**src/rtl/bp_pkg.sv**
```systemverilog
package bp_pkg;
    localparam int BP_NBUF   = 8;
    localparam int BP_BUF_W  = $clog2(BP_NBUF);
    localparam int BP_BSEL_W = 4;
    localparam int BP_LINE_W = 9;
    localparam int BP_STEP_W = 4;
    localparam int BP_PORT_W = 3;
    localparam int BP_NPORT  = 4;
    localparam int BP_ADDR_W = BP_BUF_W + BP_LINE_W;

    typedef struct packed {
        logic [BP_BSEL_W-1:0] bsel;
        logic [BP_PORT_W-1:0] port;
        logic                 op_clr;
        logic                 op_rd;
        logic                 op_wr;
        logic [BP_STEP_W-1:0] step;
        logic [BP_LINE_W-1:0] last;
        logic [BP_LINE_W-1:0] first;
    } bp_cmd_t;

    typedef enum logic [1:0] {
        ENG_IDLE  = 2'd0,
        ENG_READ  = 2'd1,
        ENG_WRITE = 2'd2
    } eng_st_e;

    // zero step is promoted to one so a transfer always makes progress
    function automatic logic [BP_LINE_W:0] eff_step(input logic [BP_STEP_W-1:0] s);
        return (s == '0) ? (BP_LINE_W+1)'(1) : (BP_LINE_W+1)'(s);
    endfunction
endpackage

```
**src/rtl/bp_cmd_decode.sv**
```systemverilog
module bp_cmd_decode
    import bp_pkg::*;
(
    input  logic                cmd_valid,
    input  logic [31:0]         cmd_word,
    input  logic [BP_NBUF-1:0]  idle_mask,
    input  logic                eng_busy,
    output bp_cmd_t             cmd,
    output logic [BP_BUF_W-1:0] tgt_buf,
    output logic                clr_go,
    output logic                start_go,
    output logic                start_rd
);
    logic buf_ok, one_op, port_ok;

    always_comb begin
        cmd      = bp_cmd_t'(cmd_word);
        tgt_buf  = cmd.bsel[BP_BUF_W-1:0];
        buf_ok   = cmd.bsel < BP_BSEL_W'(BP_NBUF);
        one_op   = $countones({cmd.op_clr, cmd.op_rd, cmd.op_wr}) == 1;
        port_ok  = cmd.port < BP_PORT_W'(BP_NPORT);
        clr_go   = cmd_valid && buf_ok && one_op && cmd.op_clr;
        start_go = cmd_valid && buf_ok && one_op && (cmd.op_rd || cmd.op_wr)
                   && port_ok && idle_mask[tgt_buf] && !eng_busy;
        start_rd = cmd.op_rd;
    end
endmodule

```
**src/rtl/bp_xfer_engine.sv**
```systemverilog
module bp_xfer_engine
    import bp_pkg::*;
(
    input  logic                 clk,
    input  logic                 rst,
    input  logic                 start_go,
    input  logic                 start_rd,
    input  logic                 abort,
    input  logic [BP_BUF_W-1:0]  tgt_buf,
    input  bp_cmd_t              cmd,
    input  logic                 out_ready,
    input  logic                 in_valid,
    input  logic                 in_eop,
    input  logic                 in_err,
    output logic [BP_ADDR_W-1:0] ram_addr,
    output logic                 ram_we,
    output logic                 out_valid,
    output logic                 out_eop,
    output logic                 in_ready,
    output logic                 busy,
    output logic [BP_BUF_W-1:0]  cur_buf,
    output logic [BP_PORT_W-1:0] xfer_port,
    output logic                 end_done,
    output logic                 end_err,
    output logic [BP_LINE_W-1:0] end_line
);
    eng_st_e              st_q;
    logic [BP_LINE_W-1:0] line_q, last_q;
    logic [BP_LINE_W:0]   step_q;
    logic                 fin_last, rd_beat, wr_beat;

    always_comb begin
        fin_last  = ({1'b0, line_q} + step_q) > {1'b0, last_q};
        rd_beat   = (st_q == ENG_READ) && out_ready;
        wr_beat   = (st_q == ENG_WRITE) && in_valid;
        end_err   = wr_beat && in_err;
        end_done  = (rd_beat && fin_last) || (wr_beat && !in_err && (fin_last || in_eop));
        ram_we    = wr_beat;
        out_valid = (st_q == ENG_READ);
        out_eop   = (st_q == ENG_READ) && fin_last;
        in_ready  = (st_q == ENG_WRITE);
        busy      = (st_q != ENG_IDLE);
        end_line  = line_q;
        ram_addr  = {cur_buf, line_q};
    end

    always_ff @(posedge clk) begin
        if (rst) begin
            st_q      <= ENG_IDLE;
            cur_buf   <= '0;
            line_q    <= '0;
            last_q    <= '0;
            step_q    <= '0;
            xfer_port <= '0;
        end else if (abort || end_done || end_err) begin
            st_q <= ENG_IDLE;
        end else if (st_q == ENG_IDLE && start_go) begin
            st_q      <= start_rd ? ENG_READ : ENG_WRITE;
            cur_buf   <= tgt_buf;
            line_q    <= cmd.first;
            last_q    <= cmd.last;
            step_q    <= eff_step(cmd.step);
            xfer_port <= cmd.port;
        end else if (rd_beat || wr_beat) begin
            line_q <= line_q + step_q[BP_LINE_W-1:0];
        end
    end

    AST_RD_HOLD: assert property (@(posedge clk) disable iff (rst)
        out_valid && !out_ready && !abort |=> out_valid && $stable(ram_addr))
        else $error("stalled read moved");

    AST_BUSY_HOLD: assert property (@(posedge clk) disable iff (rst)
        busy && !end_done && !end_err && !abort |=> busy && $stable(cur_buf))
        else $error("active transfer changed buffer");
endmodule

```
**src/rtl/bp_status_regs.sv**
```systemverilog
module bp_status_regs
    import bp_pkg::*;
(
    input  logic                 clk,
    input  logic                 rst,
    input  logic                 end_done,
    input  logic                 end_err,
    input  logic [BP_BUF_W-1:0]  end_buf,
    input  logic [BP_LINE_W-1:0] end_line,
    input  logic                 clr_go,
    input  logic [BP_BUF_W-1:0]  clr_buf,
    input  logic [BP_NBUF-1:0]   sp_set,
    input  logic                 busy,
    input  logic [BP_BUF_W-1:0]  cur_buf,
    input  logic [BP_BUF_W-1:0]  ll_sel,
    output logic [4*BP_NBUF-1:0] stat_word,
    output logic [BP_NBUF-1:0]   idle_mask,
    output logic [BP_LINE_W-1:0] ll_line
);
    logic [BP_NBUF-1:0]   done_q, err_q, sp_q, active;
    logic [BP_LINE_W-1:0] ll_q [BP_NBUF];

    always_comb begin
        active    = busy ? (BP_NBUF'(1) << cur_buf) : '0;
        idle_mask = ~done_q & ~err_q & ~active;
        stat_word = {sp_q, idle_mask, err_q, done_q};
        ll_line   = ll_q[ll_sel];
    end

    always_ff @(posedge clk) begin
        if (rst) begin
            done_q <= '0;
            err_q  <= '0;
            sp_q   <= '0;
            for (int i = 0; i < BP_NBUF; i++) ll_q[i] <= '0;
        end else begin
            for (int i = 0; i < BP_NBUF; i++) begin
                logic hit_end, hit_clr;
                hit_end = (end_done || end_err) && (end_buf == BP_BUF_W'(i));
                hit_clr = clr_go && (clr_buf == BP_BUF_W'(i));
                if (hit_end) ll_q[i] <= end_line;
                if (hit_clr) begin
                    done_q[i] <= 1'b0;
                    err_q[i]  <= 1'b0;
                end else begin
                    if (hit_end && end_done) done_q[i] <= 1'b1;
                    if (hit_end && end_err)  err_q[i]  <= 1'b1;
                end
                sp_q[i] <= (sp_q[i] && !hit_clr) || sp_set[i];
            end
        end
    end

    for (genvar g = 0; g < BP_NBUF; g++) begin : g_chk
        AST_SP_STICKY: assert property (@(posedge clk) disable iff (rst)
            sp_set[g] |=> sp_q[g])
            else $error("slow-path set lost");

        AST_CLR_FLAGS: assert property (@(posedge clk) disable iff (rst)
            clr_go && clr_buf == BP_BUF_W'(g) && !sp_set[g] |=> !done_q[g] && !err_q[g] && !sp_q[g])
            else $error("clear left a flag");

        AST_LL_HOLD: assert property (@(posedge clk) disable iff (rst)
            !((end_done || end_err) && end_buf == BP_BUF_W'(g)) |=> $stable(ll_q[g]))
            else $error("last line changed without end");

        AST_DONE_SRC: assert property (@(posedge clk) disable iff (rst)
            !done_q[g] && !(end_done && end_buf == BP_BUF_W'(g)) |=> !done_q[g])
            else $error("done rose without completion");
    end
endmodule

```
**src/rtl/bufpool_ctrl.sv**
```systemverilog
module bufpool_ctrl
    import bp_pkg::*;
#(
    parameter int DATA_W = 32
) (
    input  logic                 clk,
    input  logic                 rst,
    input  logic                 cmd_valid,
    input  logic [31:0]          cmd_word,
    input  logic [BP_NBUF-1:0]   sp_set,
    output logic [BP_ADDR_W-1:0] ram_addr,
    output logic                 ram_we,
    output logic [DATA_W-1:0]    ram_wdata,
    input  logic [DATA_W-1:0]    ram_rdata,
    output logic                 out_valid,
    output logic [DATA_W-1:0]    out_data,
    output logic                 out_eop,
    input  logic                 out_ready,
    input  logic                 in_valid,
    input  logic [DATA_W-1:0]    in_data,
    input  logic                 in_eop,
    input  logic                 in_err,
    output logic                 in_ready,
    output logic [BP_PORT_W-1:0] xfer_port,
    output logic [4*BP_NBUF-1:0] stat_word,
    input  logic [BP_BUF_W-1:0]  ll_sel,
    output logic [BP_LINE_W-1:0] ll_line
);
    bp_cmd_t              cmd;
    logic [BP_BUF_W-1:0]  tgt_buf, cur_buf;
    logic [BP_NBUF-1:0]   idle_mask;
    logic                 clr_go, start_go, start_rd, busy, abort;
    logic                 end_done, end_err;
    logic [BP_LINE_W-1:0] end_line;

    assign abort     = clr_go && busy && (tgt_buf == cur_buf);
    assign ram_wdata = in_data;
    assign out_data  = ram_rdata;

    bp_cmd_decode u_dec (
        .cmd_valid(cmd_valid), .cmd_word(cmd_word), .idle_mask(idle_mask),
        .eng_busy(busy), .cmd(cmd), .tgt_buf(tgt_buf), .clr_go(clr_go),
        .start_go(start_go), .start_rd(start_rd)
    );

    bp_xfer_engine u_eng (
        .clk(clk), .rst(rst), .start_go(start_go), .start_rd(start_rd),
        .abort(abort), .tgt_buf(tgt_buf), .cmd(cmd), .out_ready(out_ready),
        .in_valid(in_valid), .in_eop(in_eop), .in_err(in_err),
        .ram_addr(ram_addr), .ram_we(ram_we), .out_valid(out_valid),
        .out_eop(out_eop), .in_ready(in_ready), .busy(busy), .cur_buf(cur_buf),
        .xfer_port(xfer_port), .end_done(end_done), .end_err(end_err),
        .end_line(end_line)
    );

    bp_status_regs u_stat (
        .clk(clk), .rst(rst), .end_done(end_done), .end_err(end_err),
        .end_buf(cur_buf), .end_line(end_line), .clr_go(clr_go),
        .clr_buf(tgt_buf), .sp_set(sp_set), .busy(busy), .cur_buf(cur_buf),
        .ll_sel(ll_sel), .stat_word(stat_word), .idle_mask(idle_mask),
        .ll_line(ll_line)
    );

    AST_ONE_STREAM: assert property (@(posedge clk) disable iff (rst)
        !(out_valid && in_ready))
        else $error("both stream directions active");

    AST_START_IDLE: assert property (@(posedge clk) disable iff (rst)
        $rose(busy) |-> !stat_word[2*BP_NBUF + cur_buf])
        else $error("idle flag still set on a started buffer");
endmodule

```
**config.mk**
```make
export PLATFORM = sky130hd
export DESIGN_NAME = bufpool_ctrl
export DESIGN_NICKNAME = d
export VERILOG_FILES = /design/src/rtl/bp_pkg.sv /design/src/rtl/bp_cmd_decode.sv /design/src/rtl/bp_xfer_engine.sv /design/src/rtl/bp_status_regs.sv /design/src/rtl/bufpool_ctrl.sv
export SDC_FILE = /design/constraint.sdc
export NUM_CORES = 1
export LEC_CHECK = 0
export CAP_MARGIN = 25
export CORE_ASPECT_RATIO = 2
export CORE_UTILIZATION = 45
export CTS_CLUSTER_SIZE = 8
export DETAILED_ROUTE_END_ITERATION = 6
export MAX_ROUTING_LAYER = met4
export PLACE_DENSITY_LB_ADDON = 0.08
export SYNTH_ARGS = -nofsm -noshare
export SYNTH_HDL_FRONTEND = slang
export SYNTH_SLANG_ARGS = --single-unit
```
**constraint.sdc**
```tcl
create_clock -name clk -period 6.8 [get_ports clk]
set_input_delay 1.36 -clock clk [delete_from_list [all_inputs] [get_ports clk]]
set_output_delay 1.36 -clock clk [all_outputs]
set_load 0.02 [all_outputs]
```
==> run summary <==
initial antenna violation count -> 0
drt pass-1 iters -> 5
CTS root buf -> clkbuf_16
Fillers -> 1313
Sw Pwr -> 469 uW
ANT nets after route -> 0
pre-CTS WS -> 1.76 ns
CP Max Fanout -> 3
P_leak -> 3.16 nW
Syn. warnings -> 0
vias per cell -> 5.51
worst r2r path cells -> 12
delay-heaviest family, CP -> adder cells
slowest stage delay, CP -> 0.56 ns
CP bufs+invs -> 1
final setup TNS -> 0 ns
Slowest-stage cell, CP -> clkdlybuf4s50_1
IO buf count -> 109
hpwl dp -> 13.7 mm
combinational cell fraction of total power -> 0.108
total setup buffers inserted after CTS -> 0
crit-path cells -> ha_1 > fa_1 > nand3_1 > nand2_1 > xor2_1 > ha_1 > and4_1 > o21a_1 > or3_1 > nand3_1 > a21boi_0 > clkdlybuf4s50_1
asr flop ratio synth -> 0
Slew HR -> 0.389
Via Count -> 4808
post-route DRC violation count -> 0
Die W -> 88.4 um
Die ar. -> 15400 um^2
GRT Total Usage -> 0.249
Post-Syn Area per Cell -> 10.8 um^2
area grow syn2layout -> 19.9%
Layout Nets -> 800
setup ws final -> 1.77 ns
clock slew at reported path FFs -> 0.06 ns
worst path required time -> 5.44 ns
CP Depth -> 12
CTS tree -> built
synthesized instance count -> 621
share of power burned in registers -> 0.445
clock sinks -> 126
Hold Vio Cnt, Final -> 0
Worst-Margin Slew -> 0.910 ns
CP Launch Type -> register
Core Box Area -> 14400 um^2
MaxCap Viol Count -> 0
Post-synth EDFFs -> 72
min Tclk post-route -> 5.03 ns
Mapped Area -> 6710 um^2
vias in the first global route -> 5172
CP Launch Point -> u_eng.end_line[0]$_SDFFE_PP0P_
Routed wire per std cell -> 20.4 um
CP Class -> reg -> out
Setup violations, final -> 0
Switching Fraction -> 0.247
Max Freq -> 0.199 GHz
RSZ-0062 raised after global routing -> false
r2r endpoint -> u_stat.ll_q[1][6]$_SDFFCE_PN0P_
status -> complete, no violations
Hold Crit Endpoint -> u_stat.sp_q[4]$_SDFF_PP0_
die span in y -> 175 um
number of CTS-inserted buffers -> 17
I/O pins -> 238
Setup Skew -> 0.0101 ns
r2r startpoint -> u_eng.end_line[0]$_SDFFE_PP0P_
sequential area share after synthesis -> 0.483
global-route wire length before repair -> 27.5 mm
Final Slew Violations -> 0
hold crit path type -> reg -> reg
gr ovfl total -> 0
CTS resizes -> 0
H-tree depth -> 4
final weighted congestion in routability-driven placement -> 0.891
Hold Crit Depth -> 1
Starting Density -> 0.465
row cnt -> 62
Crit path arrival time -> 3.67 ns
Cell variety after synth -> 71
layout cells sized above 1 -> 0.115
WL final -> 17.8 mm
R2R Setup Slk -> 1.90 ns
initial DRC count -> 239
Worst IR Drop VDD -> 0.183 mV
main flop type after synthesis -> edfxtp_1
Critical Path End Type -> primary output
FF+latch count, synth -> 126
clock latency on the worst-skew pair -> 0.41 ns
Pwr per Cell Area -> 236 nW/um^2
maximum root-to-sink buffer count -> 2
Final period util -> 0.740
hold_buf cts -> 0
Mapped Nets -> 754
Internal Pwr Total -> 1.43 mW
Clk pwr share -> 0.447
largest net degree at the start of global routing -> 42
antenna diode count -> 0
worst hold start -> u_stat.sp_q[4]$_SDFF_PP0_
[routing by layer]
layer  GRT usage  wire length [um]  share of wire  vias up
li1            -                 -              -     2260
met3      0.0524               763          0.043       65
met2       0.450             10000           0.56      163
met1       0.243              6290           0.35     2320
met5           -                 0              0        -
met4       0.122               675          0.038        0
[state kept, by name (all words and copies together) (netlist names)]
signal / count
u_eng.cur_buf: 3
u_eng.st_q: 2
u_stat.sp_q: 8
u_eng.xfer_port: 3
u_stat.ll_q: 72
u_eng.last_q: 9
u_stat.err_q: 8
u_eng.step_q: 4
u_eng.end_line: 9
u_stat.done_q: 8
[power groups by stage]
stage / clock (mW) / combinational, mW / sequential (mW)
2_1_floorplan: 0 / 0.162 / 0.866
3_3_place_gp: 0 / 0.202 / 0.863
3_5_place_dp: 0 / 0.207 / 0.863
4_1_cts: 0.856 / 0.208 / 0.847
5_1_grt: 0.888 / 0.222 / 0.850
6_report: 0.850 / 0.206 / 0.847
[logic make-up (layout without fill, tap and decap cells)]
| kind of cell | Yosys count | in the layout | synth area share |
|---|---|---|---|
| DFF | 126 | 126 | 0.483 |
| muxes | 44 | 44 | 0.101 |
| buffers and inverters | 113 | 172 | 0.102 |
| adders and majority gates | 19 | 19 | 0.0377 |
| and+or+nand+nor | 208 | 208 | 0.149 |
| xor gates and xnor gates | 9 | 9 | 0.0117 |
| AOI/OAI and AO/OA | 102 | 102 | 0.116 |
[cell type report]
type,count,area (um^2),share of cell area
flip-flops and latches,126,3240,0.403
multi-input cells,382,2780,0.346
inverters,25,93.8,0.0117
clock inverters,14,119,0.0148
well taps,192,240,0.0299
repair buffers,115,1140,0.141
clock buffers,18,429,0.0533
[per-stage QoR]
| stage | utilization | area (um^2) | total power [mW] | hold slack, ns | instances |
|---|---|---|---|---|---|
| after global routing | 0.558 | 8050 | 1.96 | 0.496 | 872 |
| after floorplan | - | 6710 | 1.03 | 0.463 | 621 |
| final | 0.558 | 8050 | 1.90 | 0.477 | 872 |
| after global placement | 0.519 | 7480 | 1.06 | 0.459 | 838 |
| after detailed placement | 0.520 | 7500 | 1.07 | 0.460 | 840 |
| after CTS | 0.558 | 8050 | 1.91 | 0.479 | 872 |
[layout by cell type (no fill, tap or decap), drive strengths merged, types with 3 or more instances in the layout]
cell type and count:
a22oi 11, nor2 95, mux2 9, mux4 18, a21o 3, o21a 6
nor3b 4, mux2i 17, nand3b 3, and3b 3, xor2 7, and3 5
inv 27, clkbuf 18, edfxtp 72, clkdlybuf4s50 109, o21ai 14, clkinv 8
clkinvlp 3, nand2 41, nor2b 18, a22o 10, ha 17, nor3 8
buf 6, dfxtp 54, a211oi 7, a21oi 27, nand3 14
[how the worst max path moves through the flow]
stage / to / slack (ns)
floorplan: ll_line[0] / 2.41
global placement: ll_line[2] / 1.85
detailed placement: ll_line[4] / 1.76
CTS: ll_line[4] / 1.76
global route: u_stat.ll_q[3][8]$_SDFFCE_PN0P_ / 1.49
finish: out_eop / 1.77
[synthesized netlist by cell type (14+ instances only)]
cell	number	area [um^2]
nor2_1	95	357
edfxtp_1	72	2160
buf_4	66	495
dfxtp_1	54	1080
nand2_1	41	154
a21oi_1	27	135
inv_1	25	93.8
mux4_2	18	405
nor2b_1	18	113
ha_1	17	213
mux2i_1	17	170
clkbuf_1	14	52.6
nand3_1	14	70.1
Note: power is estimated with default switching activity, not from simulation.
